==> config.mk <==
export PLATFORM = sky130hd
export DESIGN_NAME = spi_fifo_ctrl
export DESIGN_NICKNAME = d
export VERILOG_FILES = /design/src/rtl/spi_fifo_pkg.sv /design/src/rtl/byte_fifo.sv /design/src/rtl/rx_trigger.sv /design/src/rtl/spi_fifo_ctrl.sv
export SDC_FILE = /design/constraint.sdc
export NUM_CORES = 1
export LEC_CHECK = 0
export BUFFER_PORTS_ARGS = -buffer_cell sky130_fd_sc_hd__buf_2
export CORE_MARGIN = 3
export CORE_UTILIZATION = 60
export DETAILED_ROUTE_END_ITERATION = 6
export PLACE_DENSITY = 0.83
export SLEW_MARGIN = 25
export SYNTH_ARGS = -nofsm -noshare
export SYNTH_HDL_FRONTEND = slang
export SYNTH_SLANG_ARGS = --single-unit
==> constraint.sdc <==
create_clock -name clk -period 3.7 [get_ports clk]
set_input_delay 0.185 -clock clk [delete_from_list [all_inputs] [get_ports clk]]
set_output_delay 0.185 -clock clk [all_outputs]
set_load 0.01 [all_outputs]
==> src/rtl/spi_fifo_pkg.sv <==
package spi_fifo_pkg;
    typedef enum logic [1:0] {
        TRIG_ONE     = 2'd0,
        TRIG_QUARTER = 2'd1,
        TRIG_HALF    = 2'd2,
        TRIG_NEAR    = 2'd3
    } trig_sel_e;
endpackage

==> src/rtl/byte_fifo.sv <==
module byte_fifo #(
    parameter int DW    = 8,
    parameter int DEPTH = 64,
    localparam int AW = $clog2(DEPTH),
    localparam int CW = AW + 1
) (
    input  logic          clk,
    input  logic          rst_n,
    input  logic          push_req,
    input  logic [DW-1:0] push_data,
    input  logic          pop_req,
    output logic [DW-1:0] head,
    output logic [CW-1:0] count,
    output logic          full,
    output logic          empty,
    output logic          push_ok,
    output logic          pop_ok
);
    typedef struct packed {
        logic [AW-1:0] wr;
        logic [AW-1:0] rd;
        logic [CW-1:0] cnt;
    } fifo_st_t;

    localparam logic [CW-1:0] FULL_CNT = CW'(DEPTH);

    fifo_st_t st_d, st_q;
    logic [DW-1:0] mem_q [DEPTH];

    assign full  = (st_q.cnt == FULL_CNT);
    assign empty = (st_q.cnt == '0);
    assign count = st_q.cnt;
    assign head  = mem_q[st_q.rd];

    always_comb begin
        st_d    = st_q;
        pop_ok  = pop_req && !empty;
        push_ok = push_req && (!full || pop_ok);
        if (push_ok) st_d.wr = st_q.wr + 1'b1;
        if (pop_ok)  st_d.rd = st_q.rd + 1'b1;
        if (push_ok && !pop_ok)      st_d.cnt = st_q.cnt + 1'b1;
        else if (pop_ok && !push_ok) st_d.cnt = st_q.cnt - 1'b1;
    end

    always_ff @(posedge clk) begin
        if (!rst_n) st_q <= '0;
        else        st_q <= st_d;
    end

    always_ff @(posedge clk) begin
        if (push_ok) mem_q[st_q.wr] <= push_data;
    end

    p_no_overflow_r11: assert property (@(posedge clk) disable iff (!rst_n)
        count <= FULL_CNT);
    p_full_hold_r6: assert property (@(posedge clk) disable iff (!rst_n)
        full && push_req && !pop_req |=> full);
    p_empty_hold_r10: assert property (@(posedge clk) disable iff (!rst_n)
        empty && pop_req && !push_req |=> empty);
endmodule

==> src/rtl/rx_trigger.sv <==
module rx_trigger #(
    parameter int DEPTH = 64,
    localparam int CW = $clog2(DEPTH) + 1
) (
    input  logic          clk,
    input  logic          rst_n,
    input  logic [CW-1:0] count,
    input  logic [1:0]    sel,
    input  logic          en,
    output logic          irq
);
    import spi_fifo_pkg::*;

    localparam logic [CW-1:0] LV_ONE  = CW'(1);
    localparam logic [CW-1:0] LV_QTR  = CW'(DEPTH / 4);
    localparam logic [CW-1:0] LV_HALF = CW'(DEPTH / 2);
    localparam logic [CW-1:0] LV_NEAR = CW'(DEPTH - 2);

    logic [CW-1:0] level;

    always_comb begin
        case (trig_sel_e'(sel))
            TRIG_ONE:     level = LV_ONE;
            TRIG_QUARTER: level = LV_QTR;
            TRIG_HALF:    level = LV_HALF;
            default:      level = LV_NEAR;
        endcase
        irq = en && (count >= level);
    end

    p_irq_gate_r9: assert property (@(posedge clk) disable iff (!rst_n)
        !en |-> !irq);
    p_irq_empty_r8: assert property (@(posedge clk) disable iff (!rst_n)
        count == '0 |-> !irq);
endmodule

==> src/rtl/spi_fifo_ctrl.sv <==
module spi_fifo_ctrl #(
    parameter int DW    = 8,
    parameter int DEPTH = 64,
    localparam int CW = $clog2(DEPTH) + 1
) (
    input  logic          clk,
    input  logic          rst_n,
    input  logic          cpu_wr_valid,
    input  logic [DW-1:0] cpu_wr_data,
    output logic          cpu_wr_ready,
    input  logic          cpu_rd_req,
    output logic [DW-1:0] cpu_rd_data,
    output logic          sh_tx_valid,
    output logic [DW-1:0] sh_tx_data,
    input  logic          sh_tx_ready,
    input  logic          sh_rx_valid,
    input  logic [DW-1:0] sh_rx_data,
    input  logic          irq_en,
    input  logic [1:0]    trig_sel,
    input  logic          ovr_clr,
    output logic [CW-1:0] tx_count,
    output logic [CW-1:0] rx_count,
    output logic          tx_full,
    output logic          tx_empty,
    output logic          rx_full,
    output logic          rx_empty,
    output logic          rx_irq,
    output logic          rx_overrun
);
    typedef struct packed {
        logic ovr;
    } ctl_st_t;

    ctl_st_t ctl_d, ctl_q;
    logic tx_push_ok, tx_pop_ok, rx_push_ok, rx_pop_ok, rx_drop;

    byte_fifo #(.DW(DW), .DEPTH(DEPTH)) u_tx (
        .clk(clk), .rst_n(rst_n),
        .push_req(cpu_wr_valid), .push_data(cpu_wr_data),
        .pop_req(sh_tx_ready),
        .head(sh_tx_data), .count(tx_count),
        .full(tx_full), .empty(tx_empty),
        .push_ok(tx_push_ok), .pop_ok(tx_pop_ok)
    );

    byte_fifo #(.DW(DW), .DEPTH(DEPTH)) u_rx (
        .clk(clk), .rst_n(rst_n),
        .push_req(sh_rx_valid), .push_data(sh_rx_data),
        .pop_req(cpu_rd_req),
        .head(cpu_rd_data), .count(rx_count),
        .full(rx_full), .empty(rx_empty),
        .push_ok(rx_push_ok), .pop_ok(rx_pop_ok)
    );

    rx_trigger #(.DEPTH(DEPTH)) u_trig (
        .clk(clk), .rst_n(rst_n),
        .count(rx_count), .sel(trig_sel), .en(irq_en), .irq(rx_irq)
    );

    assign sh_tx_valid  = !tx_empty;
    assign cpu_wr_ready = !tx_full || tx_pop_ok;
    assign rx_drop      = sh_rx_valid && !rx_push_ok;
    assign rx_overrun   = ctl_q.ovr;

    always_comb begin
        ctl_d = ctl_q;
        if (ovr_clr) ctl_d.ovr = 1'b0;
        if (rx_drop) ctl_d.ovr = 1'b1;
    end

    always_ff @(posedge clk) begin
        if (!rst_n) ctl_q <= '0;
        else        ctl_q <= ctl_d;
    end

    p_tx_valid_r2: assert property (@(posedge clk) disable iff (!rst_n)
        (tx_count != '0) |-> sh_tx_valid);
    p_no_overflow_r3: assert property (@(posedge clk) disable iff (!rst_n)
        tx_full && !sh_tx_ready |-> !cpu_wr_ready);
    p_refused_stable_r3: assert property (@(posedge clk) disable iff (!rst_n)
        cpu_wr_valid && !cpu_wr_ready |=> $stable(tx_count));
    p_tx_load_r11: assert property (@(posedge clk) disable iff (!rst_n)
        tx_push_ok && !tx_pop_ok |=> tx_count == $past(tx_count) + 1'b1);
    p_rx_read_r11: assert property (@(posedge clk) disable iff (!rst_n)
        rx_pop_ok && !rx_push_ok |=> rx_count == $past(rx_count) - 1'b1);
    p_ovr_set_r6: assert property (@(posedge clk) disable iff (!rst_n)
        sh_rx_valid && rx_full && !cpu_rd_req |=> rx_overrun);
    p_ovr_sticky_r7: assert property (@(posedge clk) disable iff (!rst_n)
        rx_overrun && !ovr_clr |=> rx_overrun);
    p_swap_full_r10: assert property (@(posedge clk) disable iff (!rst_n)
        rx_full && sh_rx_valid && cpu_rd_req |=> rx_full);
endmodule

==> flow_summary.toml, run 1 <==
[setup_path]
cpPeakStageDelay_ns = 0.73
crit_type = "reg2out"
end_kind = "output port"
r2r_start = "u_tx.count[0]"
r2r_end = "u_tx.count[5]"
critical_path_required_ns = 3.51
crit_path_top_delay_cell = "dfxtp_4"
cp.arrival_ns = 3.54
cp-start-kind = "register"
reg2reg_slack_ns = 0.30
worstPathMaxFanout = 38
crit_family = "compound AO/OA/AOI/OAI gates"
crit_chain = "buf_4 -> mux4_2 -> nor2b_1 -> a211oi_1 -> a21oi_1 -> a21oi_1 -> o22ai_1 -> buf_2"
worstRegToRegCells = 13
critPathBufInv = 2
cp_common_cell = "a21oi_1"

[power]
p_comb_share_pct = 18.3
cellPowerDensity_mw_per_mm2 = 626
leakagePower_nw = 14.7
p_int_w = 0.0219
p_sw_share_pct = 26.0
p_sw_w = 0.00772
clkPwrFrac_pct = 35.2
seqPwrFrac_pct = 46.5
max-vdd-ir-drop_v = 0.000540

[cts]
clock_sinks = 1075
cts_buffer_depth = 3
h-tree-depth = 3
clk_pin_slew_ns = 0.06
cts_tree = "done"
root_buffer = "clkbuf_16"
clk-insertion-delay-late_ns = 0.69
cts_buffers = 104

[die]
core_area_mm2 = 0.0693
rows = 96
io_pins = 64
die_area_mm2 = 0.0738
die_h_um = 272
start_util_pct = 61.1
die_x_um = 272

[final_layout]
num-nets-final = 2354
syn_to_final_growth_pct = 11.8
final_util_pct = 68.3
drive_above_1_share_pct = 23.4
regArea_mm2 = 0.0318
multi_input_area_mm2 = 0.00990
design_area_mm2 = 0.0473
nFillCells = 4043
insertedDiodeCount = 0

[route]
drcViolationCount = 0
drtIter0Drc = 3674
vias_per_cell = 6.90
dr_total_vias = 22900
dr.pass1.iters = 6
wl_mm = 102
avgRoutedWirePerCell_um = 30.7
drtAntennaViolNets = 0

[placed_design]
hpwl_mm = 58.0
dp_slack_ns = 0.196
io_buffers = 63
routabilityCongestion = 0.860
place_area_mm2 = 0.0438

[sta]
skew_ns = 0.0478
max_freq_mhz = 269
tns_ns = -0.0235
period_needed_ns = 3.72
finalSetupViolCount = 1
slew_violations = 0
final-hold-violation-count = 0
slew_headroom_pct = 35.6
finalWorstSetupSlack_ns = -0.0235
rsz0062_at_grt = "false"
fin_crit_sh_pct = 101
tightest_slew_ns = 0.964

[yosys]
avgSynthCellArea_um2 = 19.4
synth_fp_nets = 2230
yosysWarnings = 0
yosysSeqAreaShare_pct = 75.0
synth_ff_type = "edfxtp_1"
synth_edf_count = 1024
synthArstFlopShare_pct = 0
synth_seq_cells = 1075
netlist_instances = 2178
synthDistinctLibCells = 61
syn_area_mm2 = 0.0423

[global_route]
overflow = 0
grt_pass1_vias = 23200
grt_max_degree = 67
grtUsageTotal_pct = 28.2
grt_first_pass_wirelength_mm = 153
grt_antenna_before_repair = 1

[status]
violations = "setup timing"
status = "finished, violations left"

[min_path]
min_path_cells = 4
hold_class = "in2reg"
hold_start = "sh_tx_ready"
hold_end = "u_tx.st_q[8]"

[run]
cap_violations = 0
[sequential cells by signal, indices dropped and copies added (netlist names), named ones only]
register,flops
u_tx.mem_q,512
rx_overrun,1
u_tx.count,7
u_rx.count,7
u_tx.st_q,12
u_rx.st_q,12
u_rx.mem_q,512
[power groups by stage]
stage,clock network [W],logic [W],registers (W)
after floorplan,0,0.00391,0.0138
after global placement,0,0.00500,0.0141
after detailed placement,0,0.00514,0.0141
after CTS,0.0105,0.00539,0.0138
after global routing,0.0109,0.00574,0.0138
final,0.0104,0.00542,0.0138
[stage by stage]
stage | instances | hold WS [ns] | power (W)
after floorplan | 2178 | 0.284 | 0.0177
after global placement | 3114 | 0.460 | 0.0191
after detailed placement | 3114 | 0.473 | 0.0192
after CTS | 3321 | 0.0135 | 0.0296
after global routing | 3321 | 0.0881 | 0.0305
final | 3321 | 0.0404 | 0.0296
[layer usage]
metal  wire length, µm  track usage [%]  up-vias
met5                13                0        -
met4              5130             12.7        2
met2             50900             45.9     1833
met3             11000             5.52      348
met1             35000             37.4    11600
li1                  -                -     9094
[worst reg2reg max path: stages, from the launching register on]
cell	delay, ns
dfxtp_1	0.37
or4_4	0.54
or3_1	0.37
and2_1	0.26
inv_1	0.10
ha_1	0.21
inv_2	0.11
ha_1	0.29
a21o_1	0.18
a21oi_1	0.17
nor2b_1	0.09
o21ai_1	0.20
mux2i_1	0.21
o311ai_0	0.15
[how the worst max path moves through the flow]
stage / start / to / slack (ns) / cells after the start
after global placement: u_tx.count[0] / u_tx.count[6] / 0.31 / 13
final: register / cpu_rd_data[5] / -0.02 / 8
after floorplan: u_tx.count[0] / u_tx.count[6] / 0.40 / 14
after detailed placement: u_tx.count[0] / u_tx.count[5] / 0.20 / 13
after global routing: register / sh_tx_data[3] / 0.002 / 6
after CTS: register / sh_tx_data[4] / 0.10 / 7
[cells in the final DEF, fill, tap and decap left out, types with 29 or more instances in the layout]
cell type | synthesis | final
buf_4 | 23 | 73
nor2b_1 | 34 | 34
mux2i_1 | 29 | 29
mux4_2 | 250 | 250
nor2_1 | 199 | 199
clkbuf_1 | 40 | 30
nand2_1 | 71 | 71
clkbuf_16 | 0 | 104
a22oi_1 | 36 | 36
edfxtp_1 | 1024 | 1024
buf_2 | 44 | 51
a21oi_1 | 39 | 38
nand3_1 | 29 | 29
dfxtp_1 | 51 | 44
[cell usage after synthesis (3+ instances only)]
library cell | count | area [µm²]
xor2_1 | 12 | 105
nand2b_1 | 19 | 119
a31oi_1 | 9 | 56.3
a22oi_1 | 36 | 270
nor2b_1 | 34 | 213
nor2_1 | 199 | 747
o21ai_0 | 24 | 120
or2_2 | 6 | 37.5
and2_1 | 8 | 50.1
ha_1 | 24 | 300
nor3_1 | 18 | 90.1
mux2_2 | 8 | 90.1
or3_1 | 5 | 31.3
clkbuf_1 | 40 | 150
o31ai_1 | 3 | 22.5
inv_1 | 15 | 56.3
and4_1 | 4 | 35.0
buf_2 | 44 | 220
nand3_1 | 29 | 145
xnor2_1 | 13 | 114
o32ai_1 | 4 | 35.0
buf_1 | 17 | 63.8
a211oi_1 | 7 | 52.6
nand2_1 | 71 | 267
dfxtp_1 | 51 | 1020
buf_4 | 23 | 173
nor4_1 | 7 | 43.8
a221oi_1 | 12 | 105
edfxtp_1 | 1024 | 30700
mux4_2 | 250 | 5630
or3b_2 | 3 | 26.3
nand4_1 | 5 | 31.3
a21o_1 | 5 | 37.5
and3_1 | 6 | 37.5
a2111oi_0 | 4 | 35.0
mux2i_1 | 29 | 290
o221ai_1 | 4 | 35.0
o22ai_1 | 28 | 175
o21a_1 | 4 | 30.0
nand3b_1 | 8 | 60.1
a21oi_1 | 39 | 195
[cell families after synthesis]
family	share of synthesized area, %
XOR/XNOR	0.517
multiplexers	14.2
buffers and inverters	1.61
AND/OR/NAND/NOR	4.85
AO/OA/AOI/OAI	3.00
adder cells (fa/ha/maj)	0.804
flip-flops	75.0
[final cells by class]
type                    count  share of cell area, %
clock buffers             136                   5.79
clock inverters            58                   1.27
inverters                  17                  0.135
multi-input cells         961                   20.9
flip-flops and latches   1075                   67.2
well taps                 931                   2.46
repair buffers            143                   2.27
[repair_timing]
item | 4_1_cts | 5_1_grt
endpoints found under the setup margin | 4 | 2
buffers inserted | 2 | 0
hold buffers | 11 | 0
gates resized for setup | 0 | 3
pin swaps | 0 | 0
hold endpoints to repair | 36 | 0
(Power assumes the default switching activity.)
==> run 2: changes to the inputs <==
Settings changed: CORE_ASPECT_RATIO set to 0.9, CORE_UTILIZATION 60 to 50, PLACE_DENSITY 0.83 to 0.73, SKIP_LAST_GASP set to 1.
==> run 2 against run 1 <==
Against the previous run:
- critical path type unchanged
- sequential share of layout area is 0.66 points lower
- sequential power hardly changed
- first-iteration DRC count is 20% lower
- the flow now finishes without violations
- clock-buffer cell count is 10 lower
- power is 0.91% higher
- highest routed layer is now met4
==> flow_summary.toml, run 2 (same netlist as run 1, synthesis figures left out) <==
[cts]
cts_buffer_depth = 3
clk_pin_slew_ns = 0.06
clk-insertion-delay-late_ns = 0.69
clock_sinks = 1075
cts_tree = "done"
cts_buffers = 104
h-tree-depth = 3
root_buffer = "clkbuf_16"

[sta]
rsz0062_at_grt = "true"
fin_crit_sh_pct = 94.8
skew_ns = 0.0674
slew_violations = 0
tightest_slew_ns = 0.989
final-hold-violation-count = 0
max_freq_mhz = 285
slew_headroom_pct = 34.1
period_needed_ns = 3.51
finalSetupViolCount = 0
holdWs_ns = 0.0378

[power]
max-vdd-ir-drop_v = 0.000461
leakagePower_nw = 14.8
cellPowerDensity_mw_per_mm2 = 625

[setup_path]
cp.arrival_ns = 3.32
end_kind = "output port"
reg2reg_slack_ns = 0.25
worstPathMaxFanout = 19
cp-start-kind = "register"
worstRegToRegCells = 13
crit_type = "reg2out"
critical_path_required_ns = 3.51

[final_layout]
drive_above_1_share_pct = 24.3
num-nets-final = 2362
syn_to_final_growth_pct = 12.9
top_regs = "u_rx.mem_q (512), u_tx.mem_q (512)"
multi_input_area_mm2 = 0.00990
final_util_pct = 57.4
final_cell_mix = "edfxtp_1, mux4_2, nor2_1"
mostFrequentLayoutCell = "edfxtp_1"
nFillCells = 5982
regArea_mm2 = 0.0318

[global_route]
grt_max_degree = 65
grt_pass1_vias = 22100
grt_antenna_before_repair = 3
grt_first_pass_wirelength_mm = 144
overflow = 0
grtUsageTotal_pct = 22.0

[min_path]
min_path_cells = 4
hold_class = "in2reg"

[die]
io_pins = 64
core_area_mm2 = 0.0833
die_x_um = 313
die_area_mm2 = 0.0882
start_util_pct = 50.8
die_h_um = 282
rows = 100

[route]
vias_per_cell = 6.23
dr.pass1.iters = 6
wl_mm = 96.8
avgRoutedWirePerCell_um = 27.5
dr_total_vias = 21900
drcViolationCount = 0
drtAntennaViolNets = 0
drtIter0Drc = 2951

[placed_design]
io_buffers = 63
routabilityCongestion = 0.841
hpwl_mm = 58.3

[status]
status = "completed"

[run]
cap_violations = 0
[run 2: cell types whose count changed in the layout (fill, tap and decap cells not counted), moves of 2 or more]
cell / change
clkbuf_1: -13
buf_4: +9
clkinv_2: +6
bufinv_16: +3
clkbuf_8: +2
clkinvlp_4: +2
diode_2: +2
dlygate4sd3_1: -2
[run 2: repair_timing]
item                                    CTS  global route
buffers inserted                          2             2
endpoints found under the setup margin   11             6
pin swaps                                 0             0
endpoints found under the hold margin    13             0
hold buffers                              9             0
resized for setup                         0             2
[run 2: metal layers]
metal | vias to the layer above | GRT usage, % | wire [µm]
met5 | - | 0 | 0
met3 | 199 | 4.75 | 9980
li1 | 9124 | - | -
met2 | 1228 | 33.5 | 44800
met4 | 0 | 6.41 | 2760
met1 | 11400 | 32.5 | 39200
[run 2: cell type report]
cell class | count | area share [%]
inverter | 17 | 0.133
clock buffer | 126 | 5.74
multi-input combinational | 961 | 20.7
sequential | 1075 | 66.5
tap | 1122 | 2.94
clock inverter | 68 | 1.58
antenna | 2 | 0.0105
timing repair buffer | 151 | 2.39
[run 2: path summary, 6_finish.rpt]
kind / start / endpoint
setup reg to reg: u_tx.count[5] / u_tx.count[5]
hold / removal: sh_tx_ready / register
hold reg to reg: u_tx.st_q[8] / register
setup / recovery: register / sh_tx_data[3]
[run 2: per-stage QoR]
stage	total power, W	area [µm²]	instances	TNS (ns)	setup WS, ns
finish	0.0299	47800	3522	0	0.192
global route	0.0309	47800	3521	-0.00742	-0.00742
CTS	0.0300	47700	3518	0	0.0747
detailed placement	0.0193	44100	3313	0	0.241
global placement	0.0192	44100	3313	0	0.286
floorplan	0.0177	42300	2178	0	0.400
[run 2: critical path, cell delays in order, from the launching register on]
cell and delay (ns):
dfxtp_4 0.61, buf_12 0.25, mux4_2 0.52, o22ai_1 0.33, nor2_1 0.11, nor2_1 0.30
a21oi_1 0.08, and3_1 0.25, buf_2 0.16
[run 2: where the power goes]
part / internal, W / switching (W)
clock network: 0.00617 / 0.00452
registers: 0.0135 / 0.000347
logic: 0.00258 / 0.00281
total: 0.0222 / 0.00768
